$ cat src/rtl/intc_pkg.sv
package intc_pkg;

    localparam int unsigned BUS_DW = 32;

    localparam int unsigned OFS_STATUS = 0;
    localparam int unsigned OFS_MASK   = 4;

    typedef enum logic [1:0] {
        SEL_NONE   = 2'd0,
        SEL_STATUS = 2'd1,
        SEL_MASK   = 2'd2,
        SEL_BAD    = 2'd3
    } reg_sel_e;

endpackage

$ cat src/rtl/intc_src_cond.sv
module intc_src_cond #(
    parameter int unsigned        NUM_SRC   = 11,
    parameter logic [NUM_SRC-1:0] EDGE_MASK = '1
) (
    input  logic               clk,
    input  logic               rst_n,
    input  logic [NUM_SRC-1:0] src_i,
    output logic [NUM_SRC-1:0] set_o
);

    typedef struct packed {
        logic [NUM_SRC-1:0] prev;
    } cond_state_t;

    cond_state_t st_d, st_q;

    always_comb begin
        st_d      = st_q;
        st_d.prev = src_i;
    end

    always_ff @(posedge clk) begin
        if (!rst_n) begin
            st_q <= '0;
        end else begin
            st_q <= st_d;
        end
    end

    for (genvar g = 0; g < NUM_SRC; g++) begin : g_bit
        if (EDGE_MASK[g]) begin : g_edge
            assign set_o[g] = src_i[g] & ~st_q.prev[g];

            // an edge-qualified bit never produces two set events back to back
            assert_edge_single_R7 : assert property (@(posedge clk) disable iff (!rst_n)
                set_o[g] |=> !set_o[g]);
        end else begin : g_level
            assign set_o[g] = src_i[g];
        end
    end

endmodule

$ cat src/rtl/intc_frame_timer.sv
module intc_frame_timer #(
    parameter int unsigned FRAME_CYCLES = 564480
) (
    input  logic clk,
    input  logic rst_n,
    output logic tick_o
);

    localparam int unsigned CNT_W = (FRAME_CYCLES > 2) ? $clog2(FRAME_CYCLES) : 1;
    localparam logic [CNT_W-1:0] LAST = CNT_W'(FRAME_CYCLES - 1);

    typedef struct packed {
        logic [CNT_W-1:0] cnt;
    } tmr_state_t;

    tmr_state_t st_d, st_q;

    assign tick_o = (st_q.cnt == LAST);

    always_comb begin
        st_d = st_q;
        if (tick_o) begin
            st_d.cnt = '0;
        end else begin
            st_d.cnt = st_q.cnt + CNT_W'(1);
        end
    end

    always_ff @(posedge clk) begin
        if (!rst_n) begin
            st_q <= '0;
        end else begin
            st_q <= st_d;
        end
    end

    // the counter restarts right after each frame tick
    assert_tick_restart_R8 : assert property (@(posedge clk) disable iff (!rst_n)
        tick_o |=> (st_q.cnt == '0) && !tick_o);

    initial begin
        assert (FRAME_CYCLES >= 2) else $error("FRAME_CYCLES must be at least 2");
    end

endmodule

$ cat src/rtl/intc_regs.sv
module intc_regs
    import intc_pkg::*;
#(
    parameter int unsigned NUM_SRC = 11,
    parameter int unsigned ADDR_W  = 3
) (
    input  logic               clk,
    input  logic               rst_n,
    input  logic [NUM_SRC-1:0] set_i,
    input  logic               bus_sel,
    input  logic               bus_wr,
    input  logic [ADDR_W-1:0]  bus_addr,
    input  logic [BUS_DW-1:0]  bus_wdata,
    output logic [BUS_DW-1:0]  bus_rdata,
    output logic               bus_err,
    output logic [NUM_SRC-1:0] status_o,
    output logic               irq_o
);

    localparam int unsigned PAD_W = BUS_DW - NUM_SRC;

    typedef struct packed {
        logic [NUM_SRC-1:0] status;
        logic [NUM_SRC-1:0] mask;
        logic [BUS_DW-1:0]  rdata;
        logic               err;
    } regs_state_t;

    regs_state_t st_d, st_q;
    reg_sel_e    sel;
    logic        wr_status;
    logic        wr_mask;
    logic [NUM_SRC-1:0] wdata_low;
    logic [PAD_W-1:0]   unused_wdata_hi;

    assign wdata_low       = bus_wdata[NUM_SRC-1:0];
    assign unused_wdata_hi = bus_wdata[BUS_DW-1:NUM_SRC];

    always_comb begin
        if (!bus_sel) begin
            sel = SEL_NONE;
        end else if (bus_addr == ADDR_W'(OFS_STATUS)) begin
            sel = SEL_STATUS;
        end else if (bus_addr == ADDR_W'(OFS_MASK)) begin
            sel = SEL_MASK;
        end else begin
            sel = SEL_BAD;
        end
    end

    assign wr_status = bus_wr && (sel == SEL_STATUS);
    assign wr_mask   = bus_wr && (sel == SEL_MASK);

    always_comb begin
        st_d = st_q;
        // acknowledge first, then sources, so a same-cycle event survives
        if (wr_status) begin
            st_d.status = st_q.status & ~wdata_low;
        end
        st_d.status = st_d.status | set_i;
        if (wr_mask) begin
            st_d.mask = wdata_low;
        end
        st_d.rdata = '0;
        if (!bus_wr) begin
            case (sel)
                SEL_STATUS: st_d.rdata = {{PAD_W{1'b0}}, st_q.status};
                SEL_MASK:   st_d.rdata = {{PAD_W{1'b0}}, st_q.mask};
                default:    st_d.rdata = '0;
            endcase
        end
        st_d.err = (sel == SEL_BAD);
    end

    always_ff @(posedge clk) begin
        if (!rst_n) begin
            st_q <= '0;
        end else begin
            st_q <= st_d;
        end
    end

    assign bus_rdata = st_q.rdata;
    assign bus_err   = st_q.err;
    assign status_o  = st_q.status;
    assign irq_o     = |(st_q.status & st_q.mask);

    // an acknowledge with no competing event clears exactly the written ones
    assert_ack_clears_R2 : assert property (@(posedge clk) disable iff (!rst_n)
        (wr_status && (set_i == '0)) |=>
            (st_q.status == ($past(st_q.status) & ~$past(wdata_low))));

    // a mask write loads the low bits of the write data
    assert_mask_load_R3 : assert property (@(posedge clk) disable iff (!rst_n)
        wr_mask |=> (st_q.mask == $past(wdata_low)));

    // every bit hit by a source event is set afterwards, whatever was written
    assert_set_wins_R6 : assert property (@(posedge clk) disable iff (!rst_n)
        (|set_i) |=> ((st_q.status & $past(set_i)) == $past(set_i)));

    // a bad offset flags an error and leaves the mask untouched
    assert_bad_offset_R9 : assert property (@(posedge clk) disable iff (!rst_n)
        (sel == SEL_BAD) |=> (bus_err && (bus_rdata == '0) && $stable(st_q.mask)));

    initial begin
        assert (NUM_SRC < BUS_DW && ADDR_W >= 3) else $error("bad intc_regs parameters");
    end

endmodule

$ cat src/rtl/intc_top.sv
module intc_top
    import intc_pkg::*;
#(
    parameter int unsigned        NUM_SRC      = 11,
    parameter int unsigned        ADDR_W       = 3,
    parameter int unsigned        FRAME_CYCLES = 564480,
    parameter int unsigned        VSYNC_BIT    = 0,
    parameter logic [NUM_SRC-1:0] EDGE_MASK    = '1
) (
    input  logic               clk,
    input  logic               rst_n,
    input  logic [NUM_SRC-1:0] src_in,
    input  logic               bus_sel,
    input  logic               bus_wr,
    input  logic [ADDR_W-1:0]  bus_addr,
    input  logic [31:0]        bus_wdata,
    output logic [31:0]        bus_rdata,
    output logic               bus_err,
    output logic               irq
);

    logic               frame_tick;
    logic [NUM_SRC-1:0] cond_set;
    logic [NUM_SRC-1:0] all_set;
    logic [NUM_SRC-1:0] status;

    intc_src_cond #(
        .NUM_SRC   (NUM_SRC),
        .EDGE_MASK (EDGE_MASK)
    ) i_cond (
        .clk   (clk),
        .rst_n (rst_n),
        .src_i (src_in),
        .set_o (cond_set)
    );

    intc_frame_timer #(
        .FRAME_CYCLES (FRAME_CYCLES)
    ) i_timer (
        .clk    (clk),
        .rst_n  (rst_n),
        .tick_o (frame_tick)
    );

    always_comb begin
        all_set            = cond_set;
        all_set[VSYNC_BIT] = cond_set[VSYNC_BIT] | frame_tick;
    end

    intc_regs #(
        .NUM_SRC (NUM_SRC),
        .ADDR_W  (ADDR_W)
    ) i_regs (
        .clk       (clk),
        .rst_n     (rst_n),
        .set_i     (all_set),
        .bus_sel   (bus_sel),
        .bus_wr    (bus_wr),
        .bus_addr  (bus_addr),
        .bus_wdata (bus_wdata),
        .bus_rdata (bus_rdata),
        .bus_err   (bus_err),
        .status_o  (status),
        .irq_o     (irq)
    );

    // each frame tick leaves the vertical-blank status bit set
    assert_vsync_sets_R8 : assert property (@(posedge clk) disable iff (!rst_n)
        frame_tick |=> status[VSYNC_BIT]);

    // first cycle out of reset has no request and no error
    assert_reset_quiet_R10 : assert property (@(posedge clk)
        !rst_n |=> (!irq && !bus_err && (bus_rdata == '0)));

endmodule

$ cat config.mk
export PLATFORM = sky130hd
export DESIGN_NAME = intc_top
export DESIGN_NICKNAME = d
export VERILOG_FILES = /design/src/rtl/intc_pkg.sv /design/src/rtl/intc_src_cond.sv /design/src/rtl/intc_frame_timer.sv /design/src/rtl/intc_regs.sv /design/src/rtl/intc_top.sv
export SDC_FILE = /design/constraint.sdc
export NUM_CORES = 1
export LEC_CHECK = 0
export BUFFER_PORTS_ARGS = -buffer_cell sky130_fd_sc_hd__buf_2
export CORE_UTILIZATION = 55
export CTS_CLUSTER_DIAMETER = 60
export DETAILED_ROUTE_END_ITERATION = 8
export GPL_TIMING_DRIVEN = 0
export PLACE_DENSITY_LB_ADDON = 0.08
export SETUP_SLACK_MARGIN = 0.1
export SLEW_MARGIN = 20
export SYNTH_ARGS = -nofsm -noshare
export SYNTH_HDL_FRONTEND = slang
export SYNTH_SLANG_ARGS = --single-unit
$ cat constraint.sdc
create_clock -name clk -period 2.9 [get_ports clk]
set_input_delay 0.145 -clock clk [delete_from_list [all_inputs] [get_ports clk]]
set_output_delay 0.145 -clock clk [all_outputs]
set_load 0.02 [all_outputs]
==> metrics.md <==
| Metric | Value |
|---|---|
| Peak VDD IR | 0.000412 V |
| Nets@finish | 446 |
| Power per cell area | 544 mW/mm^2 |
| # setup viols final | 0 |
| Setup tns final | 0 ns |
| Share of Yosys cell area claimed by the top area cell type | 0.461 |
| R2r setup slk | 0.69 ns |
| WL final | 5.34 mm |
| Area Growth Syn to Fin | 19.1% |
| Clk buf depth | 2 |
| CP Depth | 6 |
| Switching pwr | 0.441 mW |
| Tot Pwr | 1.83 mW |
| R2r startpoint | i_timer.st_q[14] |
| Synth async-reset ratio | 0 |
| CP required | 3.12 ns |
| F_max | 453 MHz |
| Grt total ovfl | 0 |
| Worst Hold Class | input port to flop |
| Critical path peak fanout | 10 |
| Clk root buf | clkbuf_8 |
| Global router's overall resource usage | 0.221 |
| Post_cts resized | 0 |
| Rows | 25 |
| Fin. max-slew vios | 0 |
| Clk Latency, worst-skew pair | 0.34 ns |
| Setup Crit Path Kind | flop to flop |
| Crit-path cells | clkbuf_1 > nor4b_1 > nand3_1 > o31ai_2 > buf_2 > nor2_1 |
| CTS Hold Bufs | 0 |
| DRT iter0 DRCs | 86 |
| Clock Sink Count | 65 |
| Most common cell in the synthesized netlist | dfxtp_1 |
| CORE AREA | 0.00482 mm^2 |
| Outcome | finished clean |
| Final Critical Period | 2.21 ns |
| Synth Area in Simple Gates | 0.252 |
| PortBufs | 41 |
| Largest net degree at the start of global routing | 11 |
| RSZ-0062 raised after global routing | false |
| Synth Warn # | 0 |
| Reg-to-reg endpoint | i_timer.st_q[10] |
| Synth Flop Type | dfxtp_1 |
| Buf/Inv on CP | 2 |
| Seq pwr share | 0.517 |
| P_int | 1.39 mW |
| Fin Clk Skew | 0.00767 ns |
| Post-DR vias/cell | 4.83 |
| Comb power frac | 0.094 |
| Die X | 73.7 um |
| Max cap viols | 0 |
| Drc violations | 0 |
| First-pass DRT Iterations | 4 |
| Max stage delay cell, worst path | o31ai_2 |
| Reg2Reg Depth | 6 |
| Die area | 0.00543 mm^2 |
| Post-synth EDFFs | 0 |
| Largest family of logic cells by synthesized area | simple AND/OR/NAND/NOR gates |
| Leakage | 1.42 nW |
| Final Cycle Share | 0.760 |
| DR WL/cell | 11.5 um |
| Routed Antenna Nets | 0 |
| CP Launch Type | flop |
| Syn_area_per_cell | 8.83 um^2 |
| Global-route wire length before repair | 8.87 mm |
| Number of buffers created by CTS | 9 |
| Worst Setup SP | i_timer.st_q[14] |
| Compound-Gate Fraction of Synth Area | 0.118 |
| Post-synthesis instance area | 0.00283 mm^2 |
| Count of cell types in the netlist | 36 |
| Clock power share | 0.389 |
| Ratio of cells with drive above 1 in the final layout | 0.227 |
| Crit path max-delay family | simple AND/OR/NAND/NOR gates |
| Via count | 2237 |
| Chip height | 73.7 um |
| Cells after Synth | 320 |
| Final hold violation count | 0 |
| CTS tree | done |
| Synth area leaders | dfxtp_1 46%, buf_4 8.5%, nand2_1 6.0% |
| Sequential share of the synthesized area | 0.461 |
| Vias in the first global route | 1990 |
| Post-Synth Adder-Cell Area | 0.0177 |
| Htree depth | 3 |
| Slew HR | 0.536 |
| N_diodes | 0 |
| Synth area leader | dfxtp_1 |
| Crit path largest cell delay | 0.59 ns |
| Initial Utilization | 0.586 |
| Switching Share | 0.241 |
| Post-CTS Setup Inserts | 0 |
| Initial antenna violation count | 0 |
| Mux cell area share after synthesis | 0 |
| Synth cell count leaders | 65 x dfxtp_1, 45 x nand2_1, 32 x buf_4, 29 x nor2_1, 21 x nor2b_1 |
| Worst EP arrival | 2.43 ns |
| CP endpoint kind | flop |
| XOR/XNOR Fraction of Synth Area | 0.0434 |
| Clock Pin Slew Worst Setup and Hold Paths | 0.07 ns |
| Detailed placement HPWL | 3.88 mm |
| Gpl congestion | 0.820 |
| Yosys reg bits | 65 |
| Slew @ Worst Pin | 0.691 ns |
| I/O Pins | 84 |
| Setup crit end | i_timer.st_q[10] |
-- cell usage in the layout (no fill, tap or decap), drive strengths merged --
master  instances
a21boi         12
a21oi          15
a221oi          2
a222oi          1
a22o            2
a22oi          11
and2           15
and3            2
and4            1
buf            75
bufinv          1
clkbuf         21
clkinv          3
conb           21
dfxtp          65
ha              4
inv             4
nand2          45
nand3           6
nand4           5
nand4b          2
nor2           29
nor2b          21
nor3            3
nor4            3
nor4b           1
nor4bb          2
o21ai           4
o31a            1
o31ai           1
or3             2
or4             2
xnor2           8
xor2            6
-- logic make-up (layout without fill, tap and decap cells) --
family | Yosys count | count (layout)
compound gates | 49 | 49
xor+xnor | 14 | 14
fa+ha+maj | 4 | 4
buf+inv | 48 | 104
flops | 65 | 65
other cells | 1 | 21
simple gates | 139 | 139
-- layer usage --
metal / part of all wire / GRT usage
met3: 0.057 / 0.0384
met4: 0.018 / 0.115
met5: 0 / 0
met1: 0.49 / 0.289
met2: 0.43 / 0.350
-- state kept, by name, indices dropped and copies added, names as in the netlist --
| name | count |
|---|---|
| i_regs.bus_rdata | 11 |
| i_regs.status_o | 11 |
| i_cond.st_q | 11 |
| i_regs.st_q | 11 |
| i_regs.bus_err | 1 |
| i_timer.st_q | 20 |
-- per-stage QoR --
step	cell area [um^2]	utilization	cells	hold WS (ns)	setup slack, ns
after global routing	3370	0.699	463	0.0115	0.556
after floorplan	2900	-	340	0.267	1.17
after detailed placement	3190	0.662	448	0.362	0.722
after CTS	3370	0.699	463	0.00583	0.694
final	3370	0.699	463	0.0152	0.695
after global placement	3190	0.662	448	0.358	0.737
-- cell type report --
class / instances / area (um^2)
Timing Repair Buffer: 41 / 205
Multi-Input combinational cell: 227 / 1300
Tap cell: 67 / 83.8
Sequential cell: 65 / 1300
Buffer: 44 / 287
Clock buffer: 11 / 131
Fill cell: 399 / 1450
Clock inverter: 4 / 45.0
Inverter: 4 / 15.0
-- how the worst min path moves through the flow --
stage,from,to,slack [ns],cells past startpoint
final,src_in[8],i_cond.st_q[8],0.02,2
after global routing,src_in[2],i_cond.st_q[2],0.01,2
after floorplan,src_in[0],i_cond.st_q[0],0.27,1
after detailed placement,src_in[1],i_cond.st_q[1],0.36,2
after CTS,src_in[1],i_cond.st_q[1],0.006,2
after global placement,src_in[1],i_cond.st_q[1],0.36,2
-- power by group through the flow --
stage	sequential, mW	clock, mW	combinational [mW]
floorplan	0.960	0	0.125
global placement	0.965	0	0.167
detailed placement	0.966	0	0.170
CTS	0.946	0.724	0.171
global route	0.950	0.758	0.194
finish	0.947	0.713	0.171
(Power assumes the default switching activity.)
